File: config.mk
export PLATFORM = sky130hd
export DESIGN_NAME = lbus_master
export DESIGN_NICKNAME = d
export VERILOG_FILES = /design/src/rtl/lbus_pkg.sv /design/src/rtl/lbus_req_check.sv /design/src/rtl/lbus_seq.sv /design/src/rtl/lbus_pin_drv.sv /design/src/rtl/lbus_master.sv
export SDC_FILE = /design/constraint.sdc
export NUM_CORES = 1
export LEC_CHECK = 0
export CAP_MARGIN = 25
export CORE_UTILIZATION = 42
export DETAILED_ROUTE_END_ITERATION = 10
export GPL_TIMING_DRIVEN = 0
export PLACE_DENSITY = 0.74
export SLEW_MARGIN = 30
export SYNTH_ARGS = -nofsm -noshare
export SYNTH_HDL_FRONTEND = slang
export SYNTH_SLANG_ARGS = --single-unit
File: constraint.sdc
create_clock -name clk_i -period 3 [get_ports clk_i]
set_input_delay 0.3 -clock clk_i [delete_from_list [all_inputs] [get_ports clk_i]]
set_output_delay 0.3 -clock clk_i [all_outputs]
set_load 0.05 [all_outputs]
File: src/rtl/lbus_pkg.sv
package lbus_pkg;
  typedef enum logic [1:0] {
    OP_READ  = 2'd0,
    OP_WRITE = 2'd1,
    OP_RMW   = 2'd2,
    OP_INTA  = 2'd3
  } op_e;

  typedef enum logic [1:0] {
    ST_IDLE,
    ST_LOCKWAIT,
    ST_ADDR,
    ST_DATA
  } state_e;
endpackage

File: src/rtl/lbus_req_check.sv
module lbus_req_check #(
  parameter int MAX_BEATS = 4,
  parameter int LEN_W     = 3,
  parameter int OFF_W     = 2
) (
  input  logic [OFF_W-1:0] off_i,
  input  logic [LEN_W-1:0] len_i,
  output logic             bad_o
);
  localparam int SUM_W = LEN_W + 1;

  logic [SUM_W-1:0] end_w;

  always_comb begin
    end_w = SUM_W'(off_i) + SUM_W'(len_i);
    bad_o = (len_i == '0)
         || (SUM_W'(len_i) > SUM_W'(MAX_BEATS))
         || (end_w > SUM_W'(MAX_BEATS));
  end
endmodule

File: src/rtl/lbus_seq.sv
module lbus_seq
  import lbus_pkg::*;
#(
  parameter int DW        = 32,
  parameter int MAX_BEATS = 4,
  parameter int LEN_W     = 3,
  parameter int BEAT_W    = 2,
  parameter int WA_W      = 30
) (
  input  logic                    clk_i,
  input  logic                    rst_ni,
  input  logic                    req_valid_i,
  input  logic [1:0]              req_op_i,
  input  logic [WA_W-1:0]         req_addr_i,
  input  logic [LEN_W-1:0]        req_len_i,
  input  logic [MAX_BEATS*DW-1:0] req_wdata_i,
  input  logic                    req_bad_i,
  input  logic                    ready_i,
  input  logic                    lock_i,
  input  logic [DW-1:0]           bus_ad_i,
  output logic                    req_ready_o,
  output state_e                  state_o,
  output logic [WA_W-1:0]         addr_o,
  output logic [LEN_W-1:0]        len_o,
  output logic [BEAT_W-1:0]       beat_o,
  output logic [MAX_BEATS*DW-1:0] wdata_o,
  output logic                    acc_o,
  output logic                    wr_o,
  output logic                    dtr_o,
  output logic                    lock_oe_o,
  output logic [DW-1:0]           rdata_o,
  output logic                    rvalid_o,
  output logic                    err_o
);
  state_e                  state_q;
  op_e                     op_q;
  logic [WA_W-1:0]         addr_q;
  logic [LEN_W-1:0]        len_q;
  logic [BEAT_W-1:0]       beat_q;
  logic [MAX_BEATS*DW-1:0] wdata_q;
  logic                    acc_q;      // previous cycle accepted a word
  logic                    rmw_wr_q;   // second half of a read-modify-write
  logic                    rmw_pend_q; // idle gap before that second half
  logic                    wr_q, dtr_q;
  logic [DW-1:0]           rdata_q;
  logic                    rvalid_q, err_q;

  logic start, last_beat, on_bus;
  op_e  req_op;

  always_comb begin
    req_op      = op_e'(req_op_i);
    req_ready_o = (state_q == ST_IDLE) && !rmw_pend_q;
    start       = req_valid_i && req_ready_o;
    last_beat   = LEN_W'(beat_q) == (len_q - LEN_W'(1));
    on_bus      = (state_q == ST_ADDR) || (state_q == ST_DATA);
    lock_oe_o   = ((op_q == OP_INTA) && on_bus)
               || ((op_q == OP_RMW) && ((on_bus && !rmw_wr_q) || rmw_pend_q));
  end

  always_ff @(posedge clk_i or negedge rst_ni) begin
    if (!rst_ni) begin
      state_q    <= ST_IDLE;
      op_q       <= OP_READ;
      addr_q     <= '0;
      len_q      <= '0;
      beat_q     <= '0;
      wdata_q    <= '0;
      acc_q      <= 1'b0;
      rmw_wr_q   <= 1'b0;
      rmw_pend_q <= 1'b0;
      wr_q       <= 1'b0;
      dtr_q      <= 1'b0;
      rdata_q    <= '0;
      rvalid_q   <= 1'b0;
      err_q      <= 1'b0;
    end else begin
      rvalid_q <= 1'b0;
      err_q    <= 1'b0;
      unique case (state_q)
        ST_IDLE: begin
          if (rmw_pend_q) begin
            state_q    <= ST_ADDR;
            rmw_pend_q <= 1'b0;
            beat_q     <= '0;
            acc_q      <= 1'b0;
            wr_q       <= 1'b1;
            dtr_q      <= 1'b1;
          end else if (start) begin
            if (req_bad_i) begin
              err_q <= 1'b1;
            end else begin
              op_q     <= req_op;
              addr_q   <= req_addr_i;
              len_q    <= req_len_i;
              wdata_q  <= req_wdata_i;
              beat_q   <= '0;
              acc_q    <= 1'b0;
              rmw_wr_q <= 1'b0;
              wr_q     <= (req_op == OP_WRITE);
              dtr_q    <= (req_op == OP_WRITE);
              state_q  <= ((req_op == OP_RMW) && lock_i) ? ST_LOCKWAIT : ST_ADDR;
            end
          end
        end
        ST_LOCKWAIT: begin
          if (!lock_i) state_q <= ST_ADDR;
        end
        ST_ADDR: begin
          state_q <= ST_DATA;
        end
        ST_DATA: begin
          if (ready_i) begin
            acc_q <= 1'b1;
            if (!wr_q) begin
              rdata_q  <= bus_ad_i;
              rvalid_q <= 1'b1;
            end
            if (last_beat) begin
              state_q <= ST_IDLE;
              beat_q  <= '0;
              if ((op_q == OP_RMW) && !rmw_wr_q) begin
                rmw_pend_q <= 1'b1;
                rmw_wr_q   <= 1'b1;
              end
            end else begin
              beat_q <= beat_q + BEAT_W'(1);
            end
          end else begin
            acc_q <= 1'b0;
          end
        end
        default: state_q <= ST_IDLE;
      endcase
    end
  end

  assign state_o  = state_q;
  assign addr_o   = addr_q;
  assign len_o    = len_q;
  assign beat_o   = beat_q;
  assign wdata_o  = wdata_q;
  assign acc_o    = acc_q;
  assign wr_o     = wr_q;
  assign dtr_o    = dtr_q;
  assign rdata_o  = rdata_q;
  assign rvalid_o = rvalid_q;
  assign err_o    = err_q;
endmodule

File: src/rtl/lbus_pin_drv.sv
module lbus_pin_drv
  import lbus_pkg::*;
#(
  parameter int DW        = 32,
  parameter int MAX_BEATS = 4,
  parameter int LEN_W     = 3,
  parameter int BEAT_W    = 2,
  parameter int WA_W      = 30
) (
  input  state_e                  state_i,
  input  logic [WA_W-1:0]         addr_i,
  input  logic [LEN_W-1:0]        len_i,
  input  logic [BEAT_W-1:0]       beat_i,
  input  logic [MAX_BEATS*DW-1:0] wdata_i,
  input  logic                    acc_i,
  input  logic                    wr_i,
  output logic [DW-1:0]           bus_ad_o,
  output logic                    bus_ad_oe_o,
  output logic                    ale_no,
  output logic                    ads_no,
  output logic                    den_no
);
  localparam int SIZE_W = DW - WA_W;

  logic [DW-1:0]     words [MAX_BEATS];
  logic [SIZE_W-1:0] size;

  for (genvar g = 0; g < MAX_BEATS; g++) begin : g_word
    assign words[g] = wdata_i[g*DW +: DW];
  end

  always_comb begin
    size        = SIZE_W'(len_i - LEN_W'(1));
    bus_ad_o    = '0;
    bus_ad_oe_o = 1'b0;
    ale_no      = 1'b1;
    ads_no      = 1'b1;
    den_no      = 1'b1;
    unique case (state_i)
      ST_ADDR: begin
        bus_ad_o    = {addr_i, size};
        bus_ad_oe_o = 1'b1;
        ale_no      = 1'b0;
        ads_no      = 1'b0;
      end
      ST_DATA: begin
        den_no      = 1'b0;
        ads_no      = !acc_i;  // re-strobe only after an accepted word
        bus_ad_oe_o = wr_i;
        bus_ad_o    = wr_i ? words[beat_i] : '0;
      end
      default: ;
    endcase
  end
endmodule

File: src/rtl/lbus_master.sv
module lbus_master
  import lbus_pkg::*;
#(
  parameter  int DW        = 32,
  parameter  int MAX_BEATS = 4,
  localparam int SIZE_W    = $clog2(MAX_BEATS),
  localparam int LEN_W     = $clog2(MAX_BEATS + 1),
  localparam int WA_W      = DW - SIZE_W
) (
  input  logic                    clk_i,
  input  logic                    rst_ni,
  input  logic                    req_valid_i,
  output logic                    req_ready_o,
  input  logic [1:0]              req_op_i,
  input  logic [WA_W-1:0]         req_addr_i,
  input  logic [LEN_W-1:0]        req_len_i,
  input  logic [MAX_BEATS*DW-1:0] req_wdata_i,
  output logic                    err_o,
  output logic [DW-1:0]           rdata_o,
  output logic                    rvalid_o,
  input  logic [DW-1:0]           bus_ad_i,
  output logic [DW-1:0]           bus_ad_o,
  output logic                    bus_ad_oe_o,
  output logic                    ale_no,
  output logic                    ads_no,
  output logic                    wr_o,
  output logic                    dtr_o,
  output logic                    den_no,
  input  logic                    ready_i,
  input  logic                    lock_i,
  output logic                    lock_oe_o
);
  state_e                  state;
  logic [WA_W-1:0]         addr;
  logic [LEN_W-1:0]        len;
  logic [SIZE_W-1:0]       beat;
  logic [MAX_BEATS*DW-1:0] wdata;
  logic                    acc, req_bad;

  lbus_req_check #(
    .MAX_BEATS(MAX_BEATS), .LEN_W(LEN_W), .OFF_W(SIZE_W)
  ) u_req_check (
    .off_i (req_addr_i[SIZE_W-1:0]),
    .len_i (req_len_i),
    .bad_o (req_bad)
  );

  lbus_seq #(
    .DW(DW), .MAX_BEATS(MAX_BEATS), .LEN_W(LEN_W), .BEAT_W(SIZE_W), .WA_W(WA_W)
  ) u_seq (
    .clk_i       (clk_i),
    .rst_ni      (rst_ni),
    .req_valid_i (req_valid_i),
    .req_op_i    (req_op_i),
    .req_addr_i  (req_addr_i),
    .req_len_i   (req_len_i),
    .req_wdata_i (req_wdata_i),
    .req_bad_i   (req_bad),
    .ready_i     (ready_i),
    .lock_i      (lock_i),
    .bus_ad_i    (bus_ad_i),
    .req_ready_o (req_ready_o),
    .state_o     (state),
    .addr_o      (addr),
    .len_o       (len),
    .beat_o      (beat),
    .wdata_o     (wdata),
    .acc_o       (acc),
    .wr_o        (wr_o),
    .dtr_o       (dtr_o),
    .lock_oe_o   (lock_oe_o),
    .rdata_o     (rdata_o),
    .rvalid_o    (rvalid_o),
    .err_o       (err_o)
  );

  lbus_pin_drv #(
    .DW(DW), .MAX_BEATS(MAX_BEATS), .LEN_W(LEN_W), .BEAT_W(SIZE_W), .WA_W(WA_W)
  ) u_pin_drv (
    .state_i     (state),
    .addr_i      (addr),
    .len_i       (len),
    .beat_i      (beat),
    .wdata_i     (wdata),
    .acc_i       (acc),
    .wr_i        (wr_o),
    .bus_ad_o    (bus_ad_o),
    .bus_ad_oe_o (bus_ad_oe_o),
    .ale_no      (ale_no),
    .ads_no      (ads_no),
    .den_no      (den_no)
  );
endmodule

After elaboration in Yosys (flattened, before gate mapping)
Cells that the tools add are included.

cells by class
  magnitude comparators = 3
  equality and inequality tests = 18
  bitwise logic cells = 4
  multiplexer cells = 44
  reductions and logical operators = 27
  add/sub/neg operators = 3

operator list
  cell                                                                  count
  32-bit two-way mux                                                    3
  32-bit binary-select mux with 2-bit select                            1
  32-bit one-hot mux with 2 select lines                                1
  2-bit two-way mux                                                     12
  1-bit two-way mux                                                     20
  2-bit != test, second input constant                                  6
  4-bit AND reduction                                                   3
  2-bit == test, second input constant                                  5
  1-bit one-hot mux with 2 select lines                                 5
  3-bit AND reduction                                                   3
  2-bit one-hot mux with 4 select lines                                 1
  1-bit logical AND                                                     7
  7-bit AND reduction                                                   1
  1-bit logical OR                                                      5
  5-bit AND reduction                                                   1
  2-bit by 3-bit adder with 4-bit output                                1
  2-bit by 1-bit == test with 1-bit output, second input constant       2
  4-bit by 3-bit > comparator with 1-bit output, second input constant  1
  2-bit by 1-bit != test with 1-bit output, second input constant       2
  2-bit one-hot mux with 2 select lines                                 1
  2-bit nonzero test                                                    2
  2-bit by 3-bit == test with 1-bit output                              1
  3-bit >= comparator, second input constant                            1
  3-bit > comparator, second input constant                             1
  9 further kinds                                                       13

word-level totals
  register bits = 205
  logic and storage cells = 112

Depth between registers and ports, before layout
  depth in word-level cells = 7
  depth in mapped cells = 9
  gate-level depth less buffers = 7

Modules after synthesis
A second synthesis with hierarchy kept.

unflattened totals
  cell total of the unflattened synthesis = 648
  area total of the unflattened synthesis = 9917.0 µm²

by module, submodules not included
  module          cells an instance  times used  area an instance (µm²)  seq. area each (µm²)
  lbus_seq        486                1           8594.5                  5129.9
  lbus_pin_drv    152                1           1236.2                  0.0
  lbus_req_check  10                 1           86.3                    0.0

Worst setup path after synthesis
OpenSTA, ideal clock, no wires.

  path kind = register to output
  from = register u_seq.state_q[0], in the netlist u_seq.state_o[0]
  to = output port bus_ad_o[0]
  cell stages (with the launch flop) = 6
  buffers on the path = 1
  arrival = 2.257 ns
  setup slack = 0.443 ns
  required time = 2.700 ns
  path through = dfrtp_1 -> inv_1 -> ha_1 -> clkbuf_1 -> inv_1 -> o21ai_0

on the way
  word-level cells in the longest chain between the ends = 2

ends and longest elaborated chain
  element                                   line                text
  from (decl)                               lbus_seq.sv:35      state_e state_q;
  from (signal assigned)                    lbus_seq.sv:102     state_q <= ((req_op == OP_RMW) && lock_i) ? ST_LOCKWAIT : ST_ADDR;
  2-bit == test                             lbus_pin_drv.sv:39  unique case (state_i)
  32-bit one-hot mux with 2 select lines *  lbus_pin_drv.sv:39
  to (decl)                                 lbus_master.sv:22   output logic [DW-1:0] bus_ad_o,

Every way passes the cells marked *; elsewhere a longest branch is shown, timed or not.

Final worst setup path
  from = register u_seq.state_q[0], in the netlist u_seq.state_o[0]
  to = output port bus_ad_oe_o

on the way
  word-level cells in the longest chain between the ends = 2

ends and longest elaborated chain
  element                                  line                text
  2-bit == test                            lbus_pin_drv.sv:39
  1-bit one-hot mux with 2 select lines *  lbus_pin_drv.sv:39
  to (decl)                                lbus_master.sv:23   output logic bus_ad_oe_o,

Marks and branches as above.

==> metrics.csv <==
metric;value;unit
initial antenna violation count;3;
final setup violation count;0;
Syn Nets;858;
CP required;2.70;ns
Vias/cell;4.95;
worst min path class;in -> async;
Ys Warns;0;
top-count cell post-synth;dfrtp_1;
Sw Ratio;38.3;%
Int Pwr;9.33;mW
final instance area;13900;sq um
TritonCTS buffer count;24;
vias in the first global route;6976;
fin crit share;97.3;%
final std cells w/o fill;1282;
Yosys top cell by area;dfrtp_1;
share of layout cells above drive strength 1;33.0;%
Port Buffers;273;
synth cell count leaders;dfrtp_1 (205), mux2_4 (159), nand2_1 (102);
placeable core region;22900;sq um
WL/cell;20.2;um
grt ovf;0;
Yosys top cell area share;51.5;%
Via Count;6346;
crit path max fanout;7;
effective utilization at floorplan;43.4;%
CTS H-tree lvls;1;
placed cell area;13100;sq um
detailed placement HPWL;18700;um
minimum clock period;2.92;ns
ys flop type;dfrtp_1;
Residual DRC;0;
Root Driver;clkbuf_16;
synthesized instance count;649;
synth top area cells;dfrtp_1 (52%), mux2_4 (24%), mux4_2 (7.2%);
clock sink total;205;
Die Y;156;um
number of flops mapped to enable cells by yosys;0;
VDD IR-drop max;596;uV
DRT antenna net count;0;
Synth cell types;42;
Clock Power Share;19.1;%
clk_lat worst skew;0.52;ns
area grow syn2layout;39.5;%
MaxCap Viol Count;0;
maximum clock rate;343;MHz
I/O pin count;274;
Die X;156;um
PD cells;1090;nW/um^2
drt initial violations;263;
critical path class;reg -> out;
WP data arrival;2.62;ns
mapped cell area;9950;sq um
Final #Nets;1158;
die area;24300;sq um
largest net degree at the start of global routing;75;
RSZ-0062 raised after global routing;no;
Syn Area/Cell;15.3;sq um
leakage power total;6.15;nW
Hold Fails Final Rpt;0;
clock slew at reported path FFs;0.06;ns
CTS Buffer Depth;3;
Cells after DPL;1237;
Post-Route WL;25900;um
Yosys reg bits;205;
status;finished, final reports clean;
Worst setup EP type;output port;
Worst slew margin;61.9;%
RD Place Congestion;0.822;
CP Launch Type;register;
Tot GR Track Use;21.9;%
Switching Power;5.80;mW
sequential area share after synthesis;51.5;%
first-pass GRT wire length;40200;um
ys async rst share;100;%
CTS tree;built;
Seq pwr share;32.3;%
Slew Viols, Final;0;
setup bufs post-CTS;0;
drt pass-1 iters;4;
combinational cell fraction of total power;48.5;%
clk_skew;0.00861;ns
worst-margin pin slew;0.570;ns
# rows;55;
cells in the final DEF (no fill, tap or decap), drive strengths merged, types with 8 or more instances in the layout:
cell and count:
mux2 165, buf 30, clkdlybuf4s50 238, nand2 103
a22o 31, clkdlybuf4s15 14, inv 13, clkbuf 59
ha 8, mux4 32, clkinv 12, dfrtp 205
timing repair:
| item | 4_1_cts | 5_1_grt |
|---|---|---|
| hold endpoints to repair | 59 | 0 |
| endpoints found under the setup margin | 35 | 21 |
| resized for setup | 85 | 28 |
| hold buffers | 1 | 0 |
cell families after synthesis:
logic type / Yosys count / share of synthesized area, %
compound gates: 52 / 4.26
xor+xnor: 4 / 0.352
fa+ha+maj: 9 / 1.21
buf+inv: 56 / 5.14
flops: 205 / 51.5
mux: 199 / 32.1
simple gates: 124 / 5.38
through the flow:
step | utilization [%] | power [mW] | TNS (ns) | hold WS [ns] | worst slack [ns]
2_1_floorplan | - | 10.1 | 0 | 0.00441 | 0.443
3_3_place_gp | 57.1 | 12.3 | -1466.77 | 0.458 | -7.13
3_5_place_dp | 57.3 | 12.4 | -9.83 | 0.265 | -0.478
4_1_cts | 60.9 | 15.3 | 0 | 0.289 | 0.00112
5_1_grt | 60.6 | 15.9 | 0 | 0.306 | 0.00811
6_report | 60.6 | 15.1 | 0 | 0.304 | 0.0815
worst paths after layout:
path | depth (start not counted) | endpoint | from | slack (ns)
worst max-delay path | 5 | bus_ad_oe_o | u_seq.state_o[0] | 0.08
worst min-delay path | 2 | u_seq.wdata_o[110] | rst_ni | 0.30
worst max register to register | 7 | u_seq.state_o[0] | u_seq.len_o[0] | 0.89
worst min register to register | 2 | u_seq.rdata_o[30] | u_seq.rdata_o[30] | 0.47
max in group asynchronous | 3 | u_seq.rdata_o[15] | rst_ni | 1.93
min in group clk_i | 3 | u_seq.rdata_o[13] | bus_ad_i[13] | 0.31
routing by layer:
metal	wire (um)	up-vias	share of wire, %	GRT usage, %
met4	666	2	2.6	6.54
met2	12600	185	49	36.3
li1	-	2918	-	-
met1	11200	3189	43	29.1
met3	1470	52	5.7	4.61
met5	11	-	0.042	0
flip-flops by register name (all words and copies together) (netlist names):
signal and cells:
u_seq.op_q 2, u_seq.rmw_wr_q 1, u_seq.beat_o 2, u_seq.state_o 2
u_seq.len_o 3, u_seq.wdata_o 128, u_seq.rvalid_o 1, u_seq.err_o 1
u_seq.rmw_pend_q 1, u_seq.rdata_o 32, u_seq.wr_o 1, u_seq.addr_o 30
u_seq.acc_o 1
critical path: stages (launching register included):
cell	delay, ns
dfrtp_1	0.42
inv_1	0.12
ha_1	0.15
clkbuf_1	0.37
or2_2	0.20
clkdlybuf4s50_1	0.84
power by group through the flow:
stage	Clock, mW	Sequential (mW)	Combinational, mW
after floorplan	0	5.45	4.69
after global placement	0	4.87	7.45
after detailed placement	0	4.89	7.55
after CTS	2.97	4.88	7.45
after global routing	3.08	5.04	7.75
final	2.89	4.89	7.35
area by class of cell:
class / count / area [sq um]
Antenna cell: 2 / 5.00
Buffer: 41 / 477
Clock buffer: 28 / 626
Clock inverter: 16 / 158
Fill cell: 1811 / 9030
Inverter: 13 / 48.8
Multi-Input combinational cell: 388 / 4310
Sequential cell: 205 / 5130
Tap cell: 313 / 392
Timing Repair Buffer: 276 / 2740
(Power assumes the default switching activity.)
